===== config.mk =====
export PLATFORM = sky130hd
export DESIGN_NAME = home_dir_ctrl
export DESIGN_NICKNAME = d
export VERILOG_FILES = /design/src/rtl/home_dir_pkg.sv /design/src/rtl/home_dir_table.sv /design/src/rtl/home_blk_mem.sv /design/src/rtl/home_inv_walker.sv /design/src/rtl/home_dir_ctrl.sv
export SDC_FILE = /design/constraint.sdc
export NUM_CORES = 1
export LEC_CHECK = 0
export BUFFER_PORTS_ARGS = -buffer_cell sky130_fd_sc_hd__buf_2
export CORE_ASPECT_RATIO = 0.7
export CORE_MARGIN = 5
export CORE_UTILIZATION = 55
export DETAILED_ROUTE_END_ITERATION = 10
export PLACE_DENSITY = 0.81
export SKIP_LAST_GASP = 1
export SYNTH_ARGS = -nofsm -noshare
export SYNTH_HDL_FRONTEND = slang
export SYNTH_HIERARCHICAL = 1
export SYNTH_SLANG_ARGS = --single-unit

===== constraint.sdc =====
create_clock -name clk -period 6.85 [get_ports clk]
set_input_delay 1.0275 -clock clk [delete_from_list [all_inputs] [get_ports clk]]
set_output_delay 1.0275 -clock clk [all_outputs]
set_load 0.005 [all_outputs]

===== src/rtl/home_dir_pkg.sv =====
`timescale 1ns/1ps
package home_dir_pkg;

  typedef enum logic [1:0] {
    DS_UNC = 2'd0,
    DS_SHR = 2'd1,
    DS_EXC = 2'd2
  } dstate_e;

  typedef enum logic [1:0] {
    RQ_RD  = 2'd0,
    RQ_WR  = 2'd1,
    RQ_WB  = 2'd2,
    RQ_RSV = 2'd3
  } rqtype_e;

  typedef enum logic [1:0] {
    CM_NONE  = 2'd0,
    CM_INV   = 2'd1,
    CM_FETCH = 2'd2,
    CM_FINV  = 2'd3
  } cmd_e;

  typedef enum logic [1:0] {
    ST_IDLE  = 2'd0,
    ST_INV   = 2'd1,
    ST_FETCH = 2'd2,
    ST_WAIT  = 2'd3
  } fsm_e;

  // Memory word that block idx holds after reset.
  function automatic logic [31:0] seed_word(input int unsigned idx);
    return 32'hB10C_0000 + 32'(idx);
  endfunction

  // Index of the lowest set bit; 0 for an empty vector.
  function automatic int unsigned low_index(input logic [31:0] v);
    int unsigned r;
    r = 0;
    for (int i = 31; i >= 0; i--) begin
      if (v[i]) r = 32'(i);
    end
    return r;
  endfunction

endpackage


===== src/rtl/home_dir_table.sv =====
`timescale 1ns/1ps
module home_dir_table
  import home_dir_pkg::*;
#(
  parameter int NBLK  = 8,
  parameter int NPROC = 4,
  parameter int AW    = $clog2(NBLK)
) (
  input  logic             clk,
  input  logic             rst_n,
  input  logic [AW-1:0]    rd_addr,
  output dstate_e          rd_state,
  output logic [NPROC-1:0] rd_share,
  input  logic             wr_en,
  input  logic [AW-1:0]    wr_addr,
  input  dstate_e          wr_state,
  input  logic [NPROC-1:0] wr_share
);

  dstate_e          st_q [NBLK];
  logic [NPROC-1:0] sh_q [NBLK];

  always_ff @(posedge clk) begin
    if (!rst_n) begin
      for (int i = 0; i < NBLK; i++) begin
        st_q[i] <= DS_UNC;
        sh_q[i] <= '0;
      end
    end else if (wr_en) begin
      st_q[wr_addr] <= wr_state;
      sh_q[wr_addr] <= wr_share;
    end
  end

  assign rd_state = st_q[rd_addr];
  assign rd_share = sh_q[rd_addr];

endmodule


===== src/rtl/home_blk_mem.sv =====
`timescale 1ns/1ps
module home_blk_mem
  import home_dir_pkg::*;
#(
  parameter int NBLK = 8,
  parameter int DW   = 32,
  parameter int AW   = $clog2(NBLK)
) (
  input  logic          clk,
  input  logic          rst_n,
  input  logic [AW-1:0] rd_addr,
  output logic [DW-1:0] rd_data,
  input  logic          wr_en,
  input  logic [AW-1:0] wr_addr,
  input  logic [DW-1:0] wr_data
);

  logic [DW-1:0] word_q [NBLK];

  always_ff @(posedge clk) begin
    if (!rst_n) begin
      for (int i = 0; i < NBLK; i++) begin
        word_q[i] <= DW'(seed_word(32'(i)));
      end
    end else if (wr_en) begin
      word_q[wr_addr] <= wr_data;
    end
  end

  assign rd_data = word_q[rd_addr];

endmodule


===== src/rtl/home_inv_walker.sv =====
`timescale 1ns/1ps
module home_inv_walker #(
  parameter int NPROC = 4,
  parameter int PW    = $clog2(NPROC)
) (
  input  logic             clk,
  input  logic             rst_n,
  input  logic             load,
  input  logic [NPROC-1:0] load_mask,
  input  logic             step,
  output logic [PW-1:0]    cur,
  output logic             last
);

  logic [NPROC-1:0] mask_q;

  always_comb begin
    cur = '0;
    for (int i = NPROC - 1; i >= 0; i--) begin
      if (mask_q[i]) cur = PW'(i);
    end
  end

  assign last = (mask_q != '0) && ((mask_q & (mask_q - NPROC'(1))) == '0);

  always_ff @(posedge clk) begin
    if (!rst_n) begin
      mask_q <= '0;
    end else if (load) begin
      mask_q <= load_mask;
    end else if (step) begin
      mask_q <= mask_q & ~(NPROC'(1) << cur);
    end
  end

endmodule


===== src/rtl/home_dir_ctrl.sv =====
`timescale 1ns/1ps
module home_dir_ctrl
  import home_dir_pkg::*;
#(
  parameter  int NPROC = 4,
  parameter  int NBLK  = 8,
  parameter  int DW    = 32,
  localparam int PW    = $clog2(NPROC),
  localparam int AW    = $clog2(NBLK)
) (
  input  logic          clk,
  input  logic          rst_n,
  input  logic          req_valid,
  output logic          req_ready,
  input  logic [1:0]    req_type,
  input  logic [PW-1:0] req_src,
  input  logic [AW-1:0] req_addr,
  input  logic [DW-1:0] req_data,
  output logic          cmd_valid,
  output logic [1:0]    cmd_kind,
  output logic [PW-1:0] cmd_dst,
  output logic [AW-1:0] cmd_addr,
  input  logic          own_valid,
  input  logic [DW-1:0] own_data,
  output logic          rep_valid,
  output logic          rep_kind,
  output logic [PW-1:0] rep_dst,
  output logic [DW-1:0] rep_data
);

  fsm_e          st_q, st_d;
  logic [PW-1:0] cur_src_q, cur_own_q;
  logic [AW-1:0] cur_addr_q;
  logic          cur_is_rd_q;

  // Named internal events, brought out for the checker.
  logic ev_accept;
  logic ev_owner_take;
  logic ev_inv_done;

  logic [AW-1:0]    lk_addr;
  logic [PW-1:0]    lk_src;
  logic [NPROC-1:0] src_bit;
  rqtype_e          rq;

  dstate_e          ent_state;
  logic [NPROC-1:0] ent_share;
  logic [DW-1:0]    mem_rd;

  logic             dir_we;
  dstate_e          dir_wstate;
  logic [NPROC-1:0] dir_wshare;
  logic             mem_we;
  logic [DW-1:0]    mem_wdata;

  logic             wk_load, wk_step, wk_last;
  logic [PW-1:0]    wk_cur;

  logic             latch;
  logic             rep_fire, rep_kind_n;
  logic [DW-1:0]    rep_data_n;

  assign req_ready     = (st_q == ST_IDLE);
  assign ev_accept     = req_valid && req_ready;
  assign ev_owner_take = (st_q == ST_WAIT) && own_valid;
  assign ev_inv_done   = (st_q == ST_INV) && wk_last;

  assign lk_addr = req_ready ? req_addr : cur_addr_q;
  assign lk_src  = req_ready ? req_src  : cur_src_q;
  assign src_bit = NPROC'(1) << lk_src;
  assign rq      = rqtype_e'(req_type);

  home_dir_table #(.NBLK(NBLK), .NPROC(NPROC), .AW(AW)) u_table (
    .clk      (clk),
    .rst_n    (rst_n),
    .rd_addr  (lk_addr),
    .rd_state (ent_state),
    .rd_share (ent_share),
    .wr_en    (dir_we),
    .wr_addr  (lk_addr),
    .wr_state (dir_wstate),
    .wr_share (dir_wshare)
  );

  home_blk_mem #(.NBLK(NBLK), .DW(DW), .AW(AW)) u_mem (
    .clk     (clk),
    .rst_n   (rst_n),
    .rd_addr (lk_addr),
    .rd_data (mem_rd),
    .wr_en   (mem_we),
    .wr_addr (lk_addr),
    .wr_data (mem_wdata)
  );

  home_inv_walker #(.NPROC(NPROC), .PW(PW)) u_walk (
    .clk       (clk),
    .rst_n     (rst_n),
    .load      (wk_load),
    .load_mask (ent_share),
    .step      (wk_step),
    .cur       (wk_cur),
    .last      (wk_last)
  );

  // Request decode and directory update.
  always_comb begin
    st_d       = st_q;
    latch      = 1'b0;
    dir_we     = 1'b0;
    dir_wstate = DS_UNC;
    dir_wshare = '0;
    mem_we     = 1'b0;
    mem_wdata  = '0;
    wk_load    = 1'b0;
    wk_step    = 1'b0;
    rep_fire   = 1'b0;
    rep_kind_n = 1'b0;
    rep_data_n = '0;
    unique case (st_q)
      ST_IDLE: begin
        if (ev_accept) begin
          latch = 1'b1;
          unique case (rq)
            RQ_RD: begin
              if (ent_state == DS_EXC) begin
                st_d = ST_FETCH;
              end else begin
                dir_we     = 1'b1;
                dir_wstate = DS_SHR;
                dir_wshare = (ent_state == DS_SHR) ? (ent_share | src_bit) : src_bit;
                rep_fire   = 1'b1;
                rep_data_n = mem_rd;
              end
            end
            RQ_WR: begin
              if (ent_state == DS_EXC) begin
                st_d = ST_FETCH;
              end else if (ent_state == DS_SHR) begin
                wk_load = 1'b1;
                st_d    = ST_INV;
              end else begin
                dir_we     = 1'b1;
                dir_wstate = DS_EXC;
                dir_wshare = src_bit;
                rep_fire   = 1'b1;
                rep_data_n = mem_rd;
              end
            end
            default: begin
              rep_fire   = 1'b1;
              rep_kind_n = 1'b1;
              if (rq == RQ_WB && ent_state == DS_EXC && ent_share == src_bit) begin
                mem_we     = 1'b1;
                mem_wdata  = req_data;
                dir_we     = 1'b1;
                dir_wstate = DS_UNC;
                dir_wshare = '0;
              end
            end
          endcase
        end
      end
      ST_INV: begin
        wk_step = 1'b1;
        if (wk_last) begin
          dir_we     = 1'b1;
          dir_wstate = DS_EXC;
          dir_wshare = src_bit;
          rep_fire   = 1'b1;
          rep_data_n = mem_rd;
          st_d       = ST_IDLE;
        end
      end
      ST_FETCH: begin
        st_d = ST_WAIT;
      end
      ST_WAIT: begin
        if (own_valid) begin
          rep_fire   = 1'b1;
          rep_data_n = own_data;
          dir_we     = 1'b1;
          if (cur_is_rd_q) begin
            mem_we     = 1'b1;
            mem_wdata  = own_data;
            dir_wstate = DS_SHR;
            dir_wshare = ent_share | src_bit;
          end else begin
            dir_wstate = DS_EXC;
            dir_wshare = src_bit;
          end
          st_d = ST_IDLE;
        end
      end
      default: st_d = ST_IDLE;
    endcase
  end

  // Remote command outputs.
  assign cmd_valid = (st_q == ST_INV) || (st_q == ST_FETCH);
  assign cmd_kind  = (st_q == ST_INV) ? CM_INV : (cur_is_rd_q ? CM_FETCH : CM_FINV);
  assign cmd_dst   = (st_q == ST_INV) ? wk_cur : cur_own_q;
  assign cmd_addr  = cur_addr_q;

  always_ff @(posedge clk) begin
    if (!rst_n) begin
      st_q        <= ST_IDLE;
      cur_src_q   <= '0;
      cur_own_q   <= '0;
      cur_addr_q  <= '0;
      cur_is_rd_q <= 1'b0;
    end else begin
      st_q <= st_d;
      if (latch) begin
        cur_src_q   <= req_src;
        cur_addr_q  <= req_addr;
        cur_is_rd_q <= (rq == RQ_RD);
        cur_own_q   <= PW'(low_index(32'(ent_share)));
      end
    end
  end

  always_ff @(posedge clk) begin
    if (!rst_n) begin
      rep_valid <= 1'b0;
      rep_kind  <= 1'b0;
      rep_dst   <= '0;
      rep_data  <= '0;
    end else begin
      rep_valid <= rep_fire;
      if (rep_fire) begin
        rep_kind <= rep_kind_n;
        rep_dst  <= lk_src;
        rep_data <= rep_data_n;
      end
    end
  end

endmodule


Word level (Yosys, flattened, before mapping)
Memory sizes are Yosys's and may differ from the RTL's.
Cells that the tools add are included.
{"block": "totals", "output_inout_bits": 45, "n_memories": 3, "reg_bits": 50, "ram_bits": 304, "wordCells": 149, "inputBits": 75}
{"memory": "u_mem.word_q", "words": 8, "width": 32, "read_ports": 1, "rd_clocked_by_memory_dff": 0, "wr": 8, "line_no": "home_blk_mem.sv:18", "text": "logic [DW-1:0] word_q [NBLK];"}
{"memory": "u_table.sh_q", "words": 8, "width": 4, "read_ports": 1, "rd_clocked_by_memory_dff": 0, "wr": 8, "line_no": "home_dir_table.sv:21", "text": "logic [NPROC-1:0] sh_q [NBLK];"}
{"memory": "u_table.st_q", "words": 8, "width": 2, "read_ports": 1, "rd_clocked_by_memory_dff": 0, "wr": 8, "line_no": "home_dir_table.sv:20", "text": "dstate_e st_q [NBLK];"}
{"block": "op_classes", "n_shift": 2, "mux": 100, "eq_ne": 14, "n_addsub": 1, "n_bitwise": 4, "n_reduce_logical": 15}
{"cell": "32-bit 2-to-1 mux", "n": 12}
{"cell": "32-bit case mux with 2 select lines", "n": 2}
{"cell": "32-bit case mux with 3 select lines", "n": 1}
{"cell": "2-bit 2-to-1 mux", "n": 24}
{"cell": "4-bit 2-to-1 mux", "n": 11}
{"cell": "1-bit 2-to-1 mux", "n": 35}
{"cell": "32-bit OR reduction", "n": 1}
{"cell": "3-bit 2-to-1 mux", "n": 4}
{"cell": "4-bit case mux with 3 select lines", "n": 1}
{"cell": "4-bit AND", "n": 2}
{"cell": "2-bit equality test, second input constant", "n": 4}
{"cell": "2-bit case mux with 2 select lines", "n": 2}
{"cell": "2-bit case mux with 4 select lines", "n": 1}
{"cell": "4-bit case mux with 2 select lines", "n": 1}
{"cell": "1-bit by 2-bit << shifter with 4-bit output, first input constant", "n": 2}
{"cell": "2-bit by 1-bit equality test with 1-bit output, second input constant", "n": 3}
{"cell": "1-bit case mux with 2 select lines", "n": 3}
{"cell": "1-bit case mux with 3 select lines", "n": 2}
{"cell": "2-bit case mux with 3 select lines", "n": 1}
{"cell": "6-bit AND reduction", "n": 1}
{"cell": "4-bit equality test", "n": 1}
{"cell": "1-bit logical AND", "n": 4}
{"cell": "2-bit logical NOT", "n": 2}
{"cell": "4-bit logical NOT", "n": 1}
{"cell": "other kinds (13)", "n": 15}

Longest topological paths before layout
An unclocked memory read counts as a cell.
{"block": "logic_depth", "depth_word": 15, "mapped_depth": 21, "depth_no_buf": 13}

Hierarchy
Netlist, hierarchy kept.
{"mod": "home_blk_mem", "n_inst": 1, "seq_area_each_um2": 7687.4, "cells_each": 699, "area_each_um2": 11742.5}
{"mod": "home_dir_ctrl", "n_inst": 1, "seq_area_each_um2": 920.9, "cells_each": 454, "area_each_um2": 3538.4}
{"mod": "home_dir_table", "n_inst": 1, "seq_area_each_um2": 1441.4, "cells_each": 148, "area_each_um2": 2240.9}
{"mod": "home_inv_walker", "n_inst": 1, "seq_area_each_um2": 80.1, "cells_each": 29, "area_each_um2": 230.2}

Least setup slack after synthesis
No wires, ideal clock.
{"block": "synth_timing", "kind": "register to register", "start": "register st_q[0]", "end": "memory u_mem.word_q[5][0], enable pin", "setup_time_ns": 0.466, "setup_slack_ns": -0.122, "path_stages_with_launch": 20, "period_less_slack_ns": 6.972, "required_ns": 6.384, "path_buffers": 6, "arrival_ns": 6.507, "path_cell_list": "dfxtp_1 inv_1 ha_1 buf_2 buf_1 mux2_2 buf_6 mux4_1 mux2_2 inv_1 ha_1 nor4_1 and4_1 clkbuf_1 buf_2 nor2_1 nor2_1 nand3_1 clkbuf_1 o21ai_0"}
{"item": "start: declaration", "line_no": "home_dir_ctrl.sv:31", "text": "fsm_e st_q, st_d;"}
{"item": "start signal: assignment", "line_no": "home_dir_ctrl.sv:212", "text": "st_q <= st_d;"}
{"item": "end: declaration", "line_no": "home_blk_mem.sv:18"}

==> out/results.ini <==
[final_layout]
diodes=0
final_util_pct=62.3
fin_nets=1469
layout-drive-gt1-share_pct=19.5
fillers=2230
syn_to_final_growth_pct=12.6

[global_route]
track_usage_pct=25.7
grt_max_degree=101
grt_pass1_wl_mm=72.5
antenna_found_initial=1
overflow=0
grt_pass1_vias=12000

[clock_tree]
clk_path_buf_depth=3
clockRootBuffer=clkbuf_16
clkSlewWorstSetupHoldPaths_ns=0.06
clock_sink_count=354
cts_setup_buffers=0
cts_hold_buffers=0
worstSkewPairLatency_ns=0.53
ctsResizeCount=0
htreeDepth=2
cts_made_buffers=36
cts_tree=done

[logic_synthesis]
synth_edf_count=304
synth_top_cells_by_count=edfxtp_1 (304), and3_1 (232), clkbuf_1 (97)
postSynthAreaPerCell_sq_um=13.3
synth_fp_nets=1416
synth-main-ff-cell=edfxtp_1
mappedNetlistArea_sq_um=17800
synthArstFlopShare_pct=0
ys_ff_latch=354
synth_top_area_cell=edfxtp_1
ys_types=59
syn_inst=1330
synth_top_area_share_pct=51.4
synth_warnings=6
ys_top_cells_by_area=edfxtp_1 (51%), mux4_1 (10%), and3_1 (8.2%)
yosysMostFrequentCell=edfxtp_1
seq_area_frac_synth_pct=57.1

[route]
wl_per_cell_microns=25.8
drc=0
postRouteWirelength_mm=47.4
first_pass_iters=5
drt_iter0_markers=1945
vias=12600
antenna_left=0
vias_per_cell=6.86

[min_path]
min_to=rep_data[2]$_SDFFE_PN0P_
hold_class=flip-flop to flip-flop
min-delay-start=rep_data[2]$_SDFFE_PN0P_
hold_path_depth=2

[placed_design]
dp_slack_ns=1.13
globalplace.congestion=0.878
io_buffer_count=119
place_hpwl_mm=28.8

[sta]
fin_crit_ns=5.83
maxSlewViolCount=0
setup_viol=0
hold_viol=0
clock_skew_ns=0.0206
worstMarginPinSlew_ns=0.956
clock.fmax_mhz=172
min_period_over_period_pct=85.0
rsz0062_at_grt=no
timing.slew.headroom_pct=36.1
setup_slack_ns=1.02

[worst_setup_path]
critPathRequiredTime_ns=7.00
r2r_cells=12
crit_start=st_q[0]$_SDFFE_PN0P_
crit_arrival_ns=5.97
start_kind=flip-flop
r2r_start=st_q[0]$_SDFFE_PN0P_
path_max_fanout=48
crit_path_end_kind=flip-flop
critPathKind=flip-flop to flip-flop
rrSetupSlack_ns=1.02
reg2reg_to=u_table/sh_q[2][0]$_SDFFCE_PN0P_

[floorplan]
start_util_pct=55.4
fp.coreArea_sq_um=32100
dieWidth_microns=225
dieArea_sq_um=36000
die_h_microns=160
rows=55
io-pin-count=120

[power]
leakage_nw=7.92
vdd_ir_drop_max_uv=240
p_switching_w=0.00220
clkPwrFrac_pct=32.7
swShare_pct=32.6
powerDensity_nw_per_um2=338
p_seq_share_pct=36.6
power_frac_comb_pct=30.8
cellInternalPower_w=0.00455

[job]
maxCapViolations=0

[outcome]
status=finished clean

-- layer usage --
metal  wire, microns  track usage (%)  vias up
li1                -                -     5384
met4             790             5.45        0
met1           18900             39.1     6209
met5               0                0        -
met2           20900             37.2      923
met3            6910             7.51       76
-- logic make-up (layout without fill, tap and decap cells) --
logic type / count (synthesis) / count (layout) / share of synthesized area (%)
simple gates: 491 / 491 / 15.8
flops: 354 / 354 / 57.1
compound gates: 164 / 164 / 6.57
buf+inv: 156 / 235 / 4.02
mux: 153 / 153 / 15.7
fa+ha+maj: 11 / 11 / 0.775
xor+xnor: 1 / 1 / 0.0493
-- cell usage in the layout (no fill, tap or decap), drive strengths merged, types with 13 or more instances in the layout --
master	Yosys	final
and3	232	232
o21ai	56	56
buf	36	149
nor2	48	48
mux2i	34	34
a22oi	32	32
nor4	13	13
or3	62	62
edfxtp	304	304
inv	22	25
mux4	76	76
nand2	58	58
clkbuf	98	42
nor3	38	38
mux2	43	43
a32o	33	33
dfxtp	50	50
a21oi	18	18
-- critical path, stage by stage (launching register included) --
cell	delay [ns]
dfxtp_1	0.35
inv_1	0.09
ha_1	0.72
mux2_4	0.75
mux4_1	0.65
mux2_2	0.32
inv_1	0.08
ha_1	0.23
nor4_1	0.35
nand3_1	0.13
a41oi_1	0.29
nand3_1	0.56
o31ai_1	0.93
-- how the worst max path moves through the flow --
stage	slack [ns]	depth (start not counted)	end
floorplan	-0.12	19	u_mem/word_q[5][0]$_SDFFCE_PN1P_
global placement	1.32	12	u_table/sh_q[2][3]$_SDFFCE_PN0P_
detailed placement	1.13	12	u_table/sh_q[2][0]$_SDFFCE_PN0P_
CTS	1.08	12	u_table/sh_q[2][0]$_SDFFCE_PN0P_
global route	0.62	12	u_table/sh_q[2][0]$_SDFFCE_PN0P_
finish	1.02	12	u_table/sh_q[2][0]$_SDFFCE_PN0P_
-- flip-flops by register name, summed over array words and instances (netlist names) --
name / count
u_mem/word_q: 256
rep_data: 32
u_table/sh_q: 32
u_table/st_q: 16
u_walk/mask_q: 4
cmd_addr: 3
cur_own_q: 2
cur_src_q: 2
rep_dst: 2
st_q: 2
cur_is_rd_q: 1
rep_kind: 1
rep_valid: 1
-- cell type report --
cell class | count | area [sq um] | area share, %
Timing Repair Buffer | 149 | 911 | 4.56
Clock buffer | 42 | 945 | 4.73
Multi-Input combinational cell | 820 | 7020 | 35.1
Clock inverter | 22 | 373 | 1.87
Tap cell | 427 | 534 | 2.67
Sequential cell | 354 | 10100 | 50.7
Inverter | 22 | 82.6 | 0.413
-- metrics by stage --
stage                     hold slack (ns)  area [sq um]  total power, W  cells  setup TNS, ns
after floorplan                     0.429         17800         0.00400   1330         -21.25
after detailed placement            0.448         18700         0.00451   1772              0
after global placement              0.442         18700         0.00448   1772              0
final                               0.456         20000         0.00675   1836              0
after global routing                0.481         20000         0.00698   1836              0
after CTS                           0.457         20000         0.00670   1836              0
-- power by group through the flow --
stage                     sequential, W  combinational, W  clock [W]
final                           0.00247           0.00208    0.00220
after global routing            0.00247           0.00219    0.00232
after CTS                       0.00247           0.00203    0.00221
after detailed placement        0.00251           0.00200          0
after global placement          0.00250           0.00197          0
after floorplan                 0.00250           0.00150          0
No activity file was read; power rests on OpenSTA's default activity.
